`src/rtl/fr_pkg.sv`:
```
package fr_pkg;

  typedef enum logic [2:0] {
    ST_IDLE,
    ST_REFC,
    ST_REFR,
    ST_RAS,
    ST_CAS,
    ST_RWAIT,
    ST_HOLD
  } frStateT;

  typedef struct packed {
    logic rasOn;
    logic casOn;
    logic refCas;
    logic useCol;
    logic weOn;
    logic latchRd;
    logic oeOn;
    logic ackOn;
    logic laneU;
    logic laneL;
  } frStrobeT;

endpackage

```
`src/rtl/fr_ctrl.sv`:
```
module fr_ctrl
  import fr_pkg::*;
#(
  parameter int RAS_CYC      = 2,
  parameter int CAS_CYC      = 2,
  parameter int READ_WAIT    = 2,
  parameter int REF_CYC      = 3,
  parameter int REF_INTERVAL = 40
) (
  input  logic     clk,
  input  logic     rstN,
  input  logic     asN,
  input  logic     udsN,
  input  logic     ldsN,
  input  logic     rnw,
  input  logic     winHit,
  output frStrobeT strb
);
  localparam int CNT_W = $clog2(RAS_CYC + CAS_CYC + READ_WAIT + REF_CYC + 1);
  localparam int REF_W = $clog2(REF_INTERVAL + 1);

  logic asQ, asAct, udsQ, udsAct, ldsQ, ldsAct, rnwQ, rnwAct;
  logic asPrev, readOp, laneU, laneL;
  logic [CNT_W-1:0] cnt;
  logic [REF_W-1:0] refCnt;
  frStateT state;
  logic refDue, asEnded, cntZero;

  always_ff @(posedge clk or negedge rstN) begin
    if (!rstN) begin
      asQ <= 1'b0; asAct <= 1'b0;
      udsQ <= 1'b0; udsAct <= 1'b0;
      ldsQ <= 1'b0; ldsAct <= 1'b0;
      rnwQ <= 1'b1; rnwAct <= 1'b1;
    end else begin
      asQ <= ~asN;   asAct <= asQ;
      udsQ <= ~udsN; udsAct <= udsQ;
      ldsQ <= ~ldsN; ldsAct <= ldsQ;
      rnwQ <= rnw;   rnwAct <= rnwQ;
    end
  end

  assign refDue  = (refCnt == REF_W'(REF_INTERVAL));
  assign asEnded = asPrev & ~asAct;
  assign cntZero = (cnt == '0);

  always_ff @(posedge clk or negedge rstN) begin
    if (!rstN) begin
      state  <= ST_IDLE;
      cnt    <= '0;
      refCnt <= '0;
      asPrev <= 1'b0;
      readOp <= 1'b1;
      laneU  <= 1'b0;
      laneL  <= 1'b0;
    end else begin
      asPrev <= asAct;
      if (state == ST_REFC) refCnt <= '0;
      else if (!refDue)     refCnt <= refCnt + 1'b1;
      unique case (state)
        ST_IDLE: begin
          if (refDue || asEnded) begin
            state <= ST_REFC;
          end else if (asAct && winHit && (udsAct || ldsAct)) begin
            state  <= ST_RAS;
            cnt    <= CNT_W'(RAS_CYC - 1);
            readOp <= rnwAct;
          end
        end
        ST_REFC: begin
          state <= ST_REFR;
          cnt   <= CNT_W'(REF_CYC - 1);
        end
        ST_REFR: begin
          if (cntZero) state <= ST_IDLE;
          else         cnt   <= cnt - 1'b1;
        end
        ST_RAS: begin
          if (cntZero) begin
            state <= ST_CAS;
            cnt   <= CNT_W'(CAS_CYC - 1);
            laneU <= udsAct | readOp;
            laneL <= ldsAct | readOp;
          end else begin
            cnt <= cnt - 1'b1;
          end
        end
        ST_CAS: begin
          if (cntZero) begin
            if (readOp) begin
              state <= ST_RWAIT;
              cnt   <= CNT_W'(READ_WAIT - 1);
            end else begin
              state <= ST_HOLD;
            end
          end else begin
            cnt <= cnt - 1'b1;
          end
        end
        ST_RWAIT: begin
          if (cntZero) state <= ST_HOLD;
          else         cnt   <= cnt - 1'b1;
        end
        ST_HOLD: begin
          if (!asAct) state <= ST_REFC;
        end
        default: state <= ST_IDLE;
      endcase
    end
  end

  always_comb begin
    strb         = '0;
    strb.rasOn   = (state == ST_RAS) || (state == ST_CAS) || (state == ST_REFR);
    strb.casOn   = (state == ST_CAS);
    strb.refCas  = (state == ST_REFC) || (state == ST_REFR);
    strb.useCol  = (state == ST_CAS);
    strb.weOn    = (state == ST_CAS) && !readOp;
    strb.latchRd = (state == ST_CAS) && cntZero && readOp;
    strb.oeOn    = ((state == ST_RWAIT) || (state == ST_HOLD)) && readOp;
    strb.ackOn   = (state == ST_HOLD);
    strb.laneU   = laneU;
    strb.laneL   = laneL;
  end

endmodule

```
`src/rtl/fr_datapath.sv`:
```
module fr_datapath
  import fr_pkg::*;
#(
  parameter int ADDR_W   = 23,
  parameter int ROW_W    = 10,
  parameter int WIN_BITS = 3,
  parameter logic [WIN_BITS-1:0] WIN_SEL = 3'b001
) (
  input  logic              clk,
  input  logic              rstN,
  input  logic              asN,
  input  logic [ADDR_W-1:0] addr,
  input  logic [15:0]       cpuDataIn,
  input  logic [15:0]       memDataIn,
  input  frStrobeT          strb,
  output logic              winHit,
  output logic [15:0]       cpuDataOut,
  output logic              cpuDataOe,
  output logic              dtackN,
  output logic [ROW_W-1:0]  memAddr,
  output logic              rasN,
  output logic [1:0]        casN,
  output logic              memWeN,
  output logic [15:0]       memDataOut
);
  localparam int LANES = 2;

  logic [ROW_W-1:0] rowPart, colPart;
  logic [LANES-1:0] laneOn;
  logic [7:0]       rdLane [LANES];

  assign winHit  = (addr[ADDR_W-1 -: WIN_BITS] == WIN_SEL);
  assign rowPart = addr[2*ROW_W-1:ROW_W];
  assign colPart = addr[ROW_W-1:0];
  assign memAddr = strb.useCol ? colPart : rowPart;
  assign laneOn  = {strb.laneU, strb.laneL};

  assign rasN       = ~strb.rasOn;
  assign memWeN     = ~strb.weOn;
  assign memDataOut = cpuDataIn;

  for (genvar g = 0; g < LANES; g++) begin : g_lane
    assign casN[g] = ~((strb.casOn & laneOn[g]) | strb.refCas);
    always_ff @(posedge clk or negedge rstN) begin
      if (!rstN)             rdLane[g] <= '0;
      else if (strb.latchRd) rdLane[g] <= memDataIn[g*8 +: 8];
    end
  end

  assign cpuDataOut = {rdLane[1], rdLane[0]};
  assign cpuDataOe  = strb.oeOn & ~asN;
  assign dtackN     = ~(strb.ackOn & ~asN);

endmodule

```
`src/rtl/fastram_ctrl.sv`:
```
module fastram_ctrl
  import fr_pkg::*;
#(
  parameter int ADDR_W       = 23,
  parameter int ROW_W        = 10,
  parameter int WIN_BITS     = 3,
  parameter logic [WIN_BITS-1:0] WIN_SEL = 3'b001,
  parameter int RAS_CYC      = 2,
  parameter int CAS_CYC      = 2,
  parameter int READ_WAIT    = 2,
  parameter int REF_CYC      = 3,
  parameter int REF_INTERVAL = 40
) (
  input  logic              clk,
  input  logic              rstN,
  input  logic              asN,
  input  logic              udsN,
  input  logic              ldsN,
  input  logic              rnw,
  input  logic [ADDR_W-1:0] addr,
  input  logic [15:0]       cpuDataIn,
  output logic [15:0]       cpuDataOut,
  output logic              cpuDataOe,
  output logic              dtackN,
  output logic [ROW_W-1:0]  memAddr,
  output logic              rasN,
  output logic [1:0]        casN,
  output logic              memWeN,
  output logic [15:0]       memDataOut,
  input  logic [15:0]       memDataIn
);
  frStrobeT strb;
  logic     winHit;

  fr_ctrl #(
    .RAS_CYC(RAS_CYC), .CAS_CYC(CAS_CYC), .READ_WAIT(READ_WAIT),
    .REF_CYC(REF_CYC), .REF_INTERVAL(REF_INTERVAL)
  ) u_ctrl (
    .clk(clk), .rstN(rstN), .asN(asN), .udsN(udsN), .ldsN(ldsN),
    .rnw(rnw), .winHit(winHit), .strb(strb)
  );

  fr_datapath #(
    .ADDR_W(ADDR_W), .ROW_W(ROW_W), .WIN_BITS(WIN_BITS), .WIN_SEL(WIN_SEL)
  ) u_dp (
    .clk(clk), .rstN(rstN), .asN(asN), .addr(addr), .cpuDataIn(cpuDataIn),
    .memDataIn(memDataIn), .strb(strb), .winHit(winHit),
    .cpuDataOut(cpuDataOut), .cpuDataOe(cpuDataOe), .dtackN(dtackN),
    .memAddr(memAddr), .rasN(rasN), .casN(casN), .memWeN(memWeN),
    .memDataOut(memDataOut)
  );

endmodule

```
`config.mk`:
```
export PLATFORM = sky130hd
export DESIGN_NAME = fastram_ctrl
export DESIGN_NICKNAME = d
export VERILOG_FILES = /design/src/rtl/fr_pkg.sv /design/src/rtl/fr_ctrl.sv /design/src/rtl/fr_datapath.sv /design/src/rtl/fastram_ctrl.sv
export SDC_FILE = /design/constraint.sdc
export NUM_CORES = 1
export LEC_CHECK = 0
export BUFFER_PORTS_ARGS = -buffer_cell sky130_fd_sc_hd__buf_2
export CAP_MARGIN = 20
export CORE_ASPECT_RATIO = 0.75
export CORE_MARGIN = 4
export CORE_UTILIZATION = 41
export DETAILED_ROUTE_END_ITERATION = 12
export GPL_TIMING_DRIVEN = 0
export MAX_ROUTING_LAYER = met4
export PLACE_DENSITY = 0.76
export SYNTH_ARGS = -nofsm -noshare
export SYNTH_HDL_FRONTEND = slang
export SYNTH_SLANG_ARGS = --single-unit
```
`constraint.sdc`:
```
create_clock -name clk -period 1.94 [get_ports clk]
set_clock_uncertainty 0.2 [all_clocks]
set_input_delay 0.194 -clock clk [delete_from_list [all_inputs] [get_ports clk]]
set_output_delay 0.194 -clock clk [all_outputs]
set_load 0.01 [all_outputs]
```
==> results of run 1 <==
==> power breakdown <==
group | total (W) | internal [W] | switching (W)
combinational | 0.00218 | 0.00117 | 0.00101
sequential | 0.00137 | 0.00114 | 0.000232
clock | 0.000701 | 0.000419 | 0.000281
==> cells in the final DEF, fill, tap and decap left out, types with 2 or more instances in the layout <==
cell	count
ha_1	3
and2_1	2
dfstp_2	3
mux2_4	20
inv_2	2
mux2_2	7
nand2_1	8
dfrtp_1	37
dlygate4sd3_1	21
clkbuf_8	6
o21ai_0	8
clkbuf_1	2
a21oi_1	4
inv_1	7
xor2_1	2
nor3_1	7
xnor2_1	4
nand3_1	6
nor2b_1	2
buf_2	84
nor4bb_1	3
buf_4	30
nor2_1	12
buf_6	14
mux2i_1	4
==> layout make-up <==
class	instances	area, um2
tap	72	90.1
clock inverter	1	30.0
sequential	41	1030
timing repair buffer	128	850
clock buffer	7	86.3
fill	363	1660
buffer	24	188
inverter	10	40.0
multi-input combinational	114	1000
==> cells by family after synthesis <==
family | after synthesis | share of synthesized area (%)
and+or+nand+nor | 50 | 13.5
DFF | 41 | 47.7
buffers and inverters | 35 | 9.45
muxes | 31 | 17.7
AOI/OAI and AO/OA | 22 | 6.49
xor gates and xnor gates | 7 | 2.84
adders and majority gates | 4 | 2.32
==> state kept, by name, indices dropped and copies added (netlist names), 3 cells and up <==
name	flops
u_dp.cpuDataOut	16
u_ctrl.refCnt	6
u_ctrl.cnt	4
u_ctrl.state	3
==> Yosys cell counts (5+ instances only) <==
| cell | number | share of area, % |
|---|---|---|
| xnor2_1 | 5 | 2.0 |
| o21ai_0 | 9 | 2.1 |
| nor3_1 | 7 | 1.6 |
| mux2_4 | 10 | 7.0 |
| inv_1 | 9 | 1.6 |
| dfrtp_1 | 38 | 44 |
| nor2_1 | 13 | 2.3 |
| mux2_2 | 17 | 8.9 |
| nand2_1 | 8 | 1.4 |
| nand3_1 | 6 | 1.4 |
| buf_4 | 16 | 5.6 |
==> stage by stage <==
step | setup slack [ns] | util (%) | hold WS [ns] | setup TNS (ns)
2_1_floorplan | 0.0208 | - | -0.302 | 0
3_3_place_gp | -0.173 | 54.4 | 0.101 | -2.24
3_5_place_dp | -0.213 | 54.4 | 0.102 | -2.69
4_1_cts | -0.0980 | 65.8 | 0.155 | -0.921
5_1_grt | -0.165 | 66.6 | 0.165 | -2.30
6_report | -0.0694 | 66.6 | 0.149 | -0.805
==> routing by layer <==
layer | track usage, % | vias up | routed length [um]
met2 | 27.4 | 104 | 2700
li1 | - | 907 | -
met4 | 3.46 | 0 | 34
met3 | 6.59 | 4 | 519
met5 | - | - | 0
met1 | 21.8 | 877 | 2450
==> path summary, 6_finish.rpt <==
check                         startpoint             endpoint  cells after the start
max in group asynchronous           rstN      u_ctrl.state[0]                      2
min                           u_ctrl.asQ         u_ctrl.asAct                      0
min reg2reg                   u_ctrl.asQ         u_ctrl.asAct                      0
min in group asynchronous           rstN  u_dp.cpuDataOut[10]                      2
max reg2reg                u_ctrl.cnt[0]        u_ctrl.cnt[0]                      7
max                        u_ctrl.cnt[0]        u_ctrl.cnt[0]                      7
==> timing repair <==
| item | 4_1_cts | 5_1_grt |
|---|---|---|
| pin swaps | 3 | 2 |
| gates resized for setup | 36 | 6 |
| hold buffers | 21 | 0 |
| hold endpoints to repair | 58 | 0 |
| buffers inserted | 13 | 2 |
| endpoints found under the setup margin | 34 | 36 |
==> flow_metrics.tcl, run 1 <==
set metrics [dict create \
    outcome "complete, but fails checks" \
    violations "setup timing" \
    synth.avg_cell_area_um2 11.4 \
    synth.distinct_cells 42 \
    synth-edff-count 0 \
    antenna_left 0 \
    drc 0 \
    grt_pass1_wl_um 8830 \
    tightest_slew_ns 0.863 \
    ioPinCount 109 \
    drtPass1Iterations 4 \
    final_cell_area_um2 3320 \
    die-area_um2 6500 \
    syn_to_final_growth_pct 53.8 \
    yosysSeqAreaShare_pct 47.7 \
    cp-end-kind "flop" \
    path_max_fanout 4 \
    power.total_w 0.00425 \
    core-area_um2 4980 \
    p_leak_nw 1.64 \
    power_density_nw_per_um2 1280 \
    initial_core_util_pct 43.3 \
    crit_slowest_cell "dfrtp_1" \
    cts_buffer_depth 2 \
    synth_area_um2 2160 \
    place.gp.congestion 0.867 \
    grt_antenna_before_repair 0 \
    yosysWarnings 0 \
    fin_ws_ns -0.0694 \
    setup_viol_count_final 16 \
    hold_viol 0 \
    final_nets 389 \
    syn_inst 190 \
    cp.arrival_ns 1.99 \
    hold_class "reg2reg" \
    synthFlopType "dfrtp_1" \
    tritoncts "built" \
    cts_buffers 5 \
    syn_nets 255 \
    dp.cells 354 \
    clk-insertion-delay-late_ns 0.29 \
    regToRegSetupSlack_ns -0.07 \
    die_h_um 70.8 \
    fin_crit_sh_pct 104 \
    cts_root_buf "clkbuf_8" \
    clock_sinks 41 \
    cts_max_level 2 \
    ys_seq_elements 41 \
    finalMaxSlewViolations 0 \
    startpoint_type "flop" \
    die_w_um 91.8 \
    viasPerCell 4.77 \
    criticalPathCategory "reg2reg" \
    first_iter_violations 54 \
    vias 1892 \
    place_area_um2 2710 \
    synthArstFlopShare_pct 100 \
    cpPeakStageDelay_ns 0.40 \
    critical_path.cell_chain "inv_2, ha_4, or3b_4, nor2_1, o21ai_0, o311a_1, o221a_2" \
    slew_headroom_pct 42.4 \
    grtUsageTotal_pct 17.5 \
    peakVddDrop_uv 694 \
    hpwl_um 3540 \
    grt_pass1_vias 1864 \
    clk_pin_slew_ns 0.08 \
    critical-path-top-delay-family "simple AND/OR/NAND/NOR gates" \
    worstPathRequired_ns 1.92 \
    wl_per_cell_um 14.4 \
    final_layout_size_suffix_gt1_share_pct 55.1 \
    diodes 0 \
    grt_overflow 0 \
    max_freq_mhz 498 \
    finalNonFillerCells 397 \
    portBuffers 92 \
    path_buf_inv 1 \
    drt_wl_total_um 5710 \
    cap_viol_max_count 0 \
    num_rows 22 \
    rsz0062_at_grt "true" \
    grt_max_degree 42 \
    fin_crit_ns 2.01 \
]
Power figures use the tool's default switching activity.
==> run 2: changes to the inputs <==
--- a/config.mk
+++ b/config.mk
@@ -5,11 +5,13 @@
 export SDC_FILE = /design/constraint.sdc
 export NUM_CORES = 1
 export LEC_CHECK = 0
+export ABC_AREA = 1
 export BUFFER_PORTS_ARGS = -buffer_cell sky130_fd_sc_hd__buf_2
 export CAP_MARGIN = 20
 export CORE_ASPECT_RATIO = 0.75
 export CORE_MARGIN = 4
-export CORE_UTILIZATION = 41
+export CORE_UTILIZATION = 42
+export CTS_BUF_LIST = sky130_fd_sc_hd__clkbuf_16
 export DETAILED_ROUTE_END_ITERATION = 12
 export GPL_TIMING_DRIVEN = 0
 export MAX_ROUTING_LAYER = met4
==> run 2 against run 1 <==
  * The run now ends clean
  * Largest cell class is now sequential cells
  * Maximum frequency grew 8.4%
  * Largest power group unchanged
  * Critical path depth grew 1
  * Clock power grew 19%
==> flow_metrics.tcl, run 2 <==
set metrics [dict create \
    cts_buffers 5 \
    outcome "complete, no violations" \
    cts_root_buf "clkbuf_16" \
    yosysSeqAreaShare_pct 44.4 \
    criticalPathCategory "reg2out" \
    cpPeakStageDelay_ns 0.37 \
    ys_seq_elements 41 \
    drc 0 \
    cts_buffer_depth 2 \
    critical_path.cell_chain "buf_6, nor2_4, nand2_4, inv_6, buf_6, nand2_1, nand2_1, buf_2" \
    place.gp.congestion 0.983 \
    startpoint_type "flop" \
    wl_per_cell_um 12.0 \
    fin_crit_ns 1.85 \
    grtUsageTotal_pct 18.8 \
    hold_depth 0 \
    synthTopCellsByCount "nand2_1, dfrtp_1, inv_1" \
    multiInputGateArea_um2 1020 \
    grt_overflow 0 \
    grt_pass1_wl_um 10000 \
    portBuffers 92 \
    syn_nets 370 \
    cap_viol_max_count 0 \
    synth_area_um2 2320 \
    synthAdderAreaFrac_pct 2.16 \
    syn_inst 305 \
    p_leak_nw 1.79 \
    min_delay_worst_endpoint "u_ctrl.rnwAct" \
    ioPinCount 109 \
    path_max_fanout 10 \
    synth.avg_cell_area_um2 7.61 \
    hold_viol 0 \
    final_nets 492 \
    first_iter_violations 166 \
    synth.area.top_cells "dfrtp_1, nand2_1, buf_4, inv_1, o21ai_0" \
    syn_to_final_growth_pct 41.8 \
    cts_max_level 2 \
    vias 2357 \
    tightest_slew_ns 0.890 \
    final_cell_area_um2 3290 \
    diodes 0 \
    die_h_um 72.4 \
    synth_compound_area_share_pct 6.96 \
    num_rows 23 \
    setup_viol_count_final 0 \
    worstReg2RegStart "u_ctrl.cnt[0]" \
    antenna_left 0 \
    clk_pin_slew_ns 0.06 \
    final_layout_size_suffix_gt1_share_pct 35.7 \
    peakVddDrop_uv 784 \
    power_density_nw_per_um2 1350 \
    fin_crit_sh_pct 95.6 \
    synthFlopType "dfrtp_1" \
    largest_reg_flops 16 \
    grt_antenna_before_repair 0 \
    synth_top_area_share_pct 41.0 \
    core-area_um2 5350 \
    synthSimpleGateAreaFrac_pct 32.9 \
    max_freq_mhz 539 \
    grt_pass1_vias 2333 \
    die_w_um 93.8 \
    final_cell_mix "nand2_1, buf_2, dfrtp_1" \
    synth-edff-count 0 \
    rr_endpoint "u_ctrl.laneU" \
    finalMaxSlewViolations 0 \
    regToRegSetupSlack_ns 0.15 \
    drtPass1Iterations 5 \
    final-seq-area_um2 1030 \
    synthMuxAreaShare_pct 0 \
    min_from "u_ctrl.rnwQ" \
    layout_commonest_cell "nand2_1" \
    worstPathRequired_ns 1.55 \
    place_area_um2 2870 \
    clk-insertion-delay-late_ns 0.28 \
    crit_slowest_cell "dfrtp_1" \
    finalNonFillerCells 503 \
    cp-end-kind "output pin" \
    synthXorXnorAreaFrac_pct 1.13 \
    rr_worst_depth 7 \
    synth.distinct_cells 30 \
    yosysWarnings 0 \
    tritoncts "built" \
    grt_max_degree 42 \
    hold_class "reg2reg" \
    initial_core_util_pct 43.3 \
    drt_wl_total_um 6020 \
    synth_largest_area_cell "dfrtp_1" \
    viasPerCell 4.69 \
    die-area_um2 6790 \
    synthArstFlopShare_pct 100 \
    clock_sinks 41 \
    dp.cells 472 \
    fillers 467 \
    synthMostInstantiatedCell "nand2_1" \
    cp.arrival_ns 1.46 \
    synth_top_family_by_area "simple AND/OR/NAND/NOR gates" \
    slew_headroom_pct 40.7 \
    hpwl_um 4180 \
]
==> run 2: repair_timing <==
item	CTS	global route
hold buffers	21	0
pin swaps	1	0
endpoints found under the hold margin	58	0
endpoints found under the setup margin	13	17
gates resized for setup	5	14
setup buffers	1	1
==> run 2: cell type report <==
type / instances / area share, %
Timing Repair Buffer: 115 / 20.8
Tap cell: 75 / 2.85
Clock inverter: 3 / 0.761
Multi-Input combinational cell: 209 / 31.0
Sequential cell: 41 / 31.4
Buffer: 23 / 5.52
Inverter: 32 / 3.80
Clock buffer: 5 / 3.80
==> run 2: per-stage QoR <==
stage | worst slack, ns | hold slack (ns) | setup TNS, ns | util, % | power (W)
6_report | 0.0863 | 0.157 | 0 | 61.5 | 0.00445
3_5_place_dp | 0.0840 | 0.101 | 0 | 53.7 | 0.00347
4_1_cts | 0.00183 | 0.151 | 0 | 60.7 | 0.00439
5_1_grt | -0.00806 | 0.163 | -0.0254 | 61.5 | 0.00485
3_3_place_gp | 0.114 | 0.0992 | 0 | 53.7 | 0.00342
2_1_floorplan | 0.337 | -0.302 | 0 | - | 0.00282
==> run 2: logic make-up (layout without fill, tap and decap cells) <==
logic type                 count (synthesis)  count (layout)
and+or+nand+nor                          172             172
buffers and inverters                     55             178
DFF                                       41              41
adders and majority gates                  4               4
AOI/OAI and AO/OA                         30              30
xor gates and xnor gates                   3               3
==> run 2: worst max path at each step <==
stage	start	endpoint	slack, ns
5_1_grt	u_ctrl.state[1]	memAddr[7]	-0.008
4_1_cts	u_ctrl.state[1]	memAddr[7]	0.002
3_5_place_dp	u_ctrl.refCnt[0]	u_ctrl.cnt[3]	0.08
3_3_place_gp	u_ctrl.refCnt[0]	u_ctrl.cnt[1]	0.11
6_report	u_ctrl.state[1]	memAddr[7]	0.09
2_1_floorplan	u_ctrl.state[1]	memAddr[0]	0.34
==> run 2: power breakdown <==
group / internal (W) / leakage (nW) / switching (W)
Combinational: 0.000856 / 1.25 / 0.00137
Sequential: 0.00118 / 0.474 / 0.000208
Clock: 0.000485 / 0.0708 / 0.000350
Total: 0.00253 / 1.79 / 0.00192
==> run 2: metal layers <==
layer,global-route usage [%],vias to the layer above,routed length (um)
met2,31.4,126,2750
met5,-,-,0
met3,5.28,10,669
met4,4.33,0,72
met1,22.9,1043,2530
li1,-,1178,-
==> run 2: worst max-delay path, delay by kind of cell (launching register included) <==
kind / cells / cell delay (ns)
buffers and inverters: 4 / 0.48
DFF: 1 / 0.37
and+or+nand+nor: 4 / 0.33
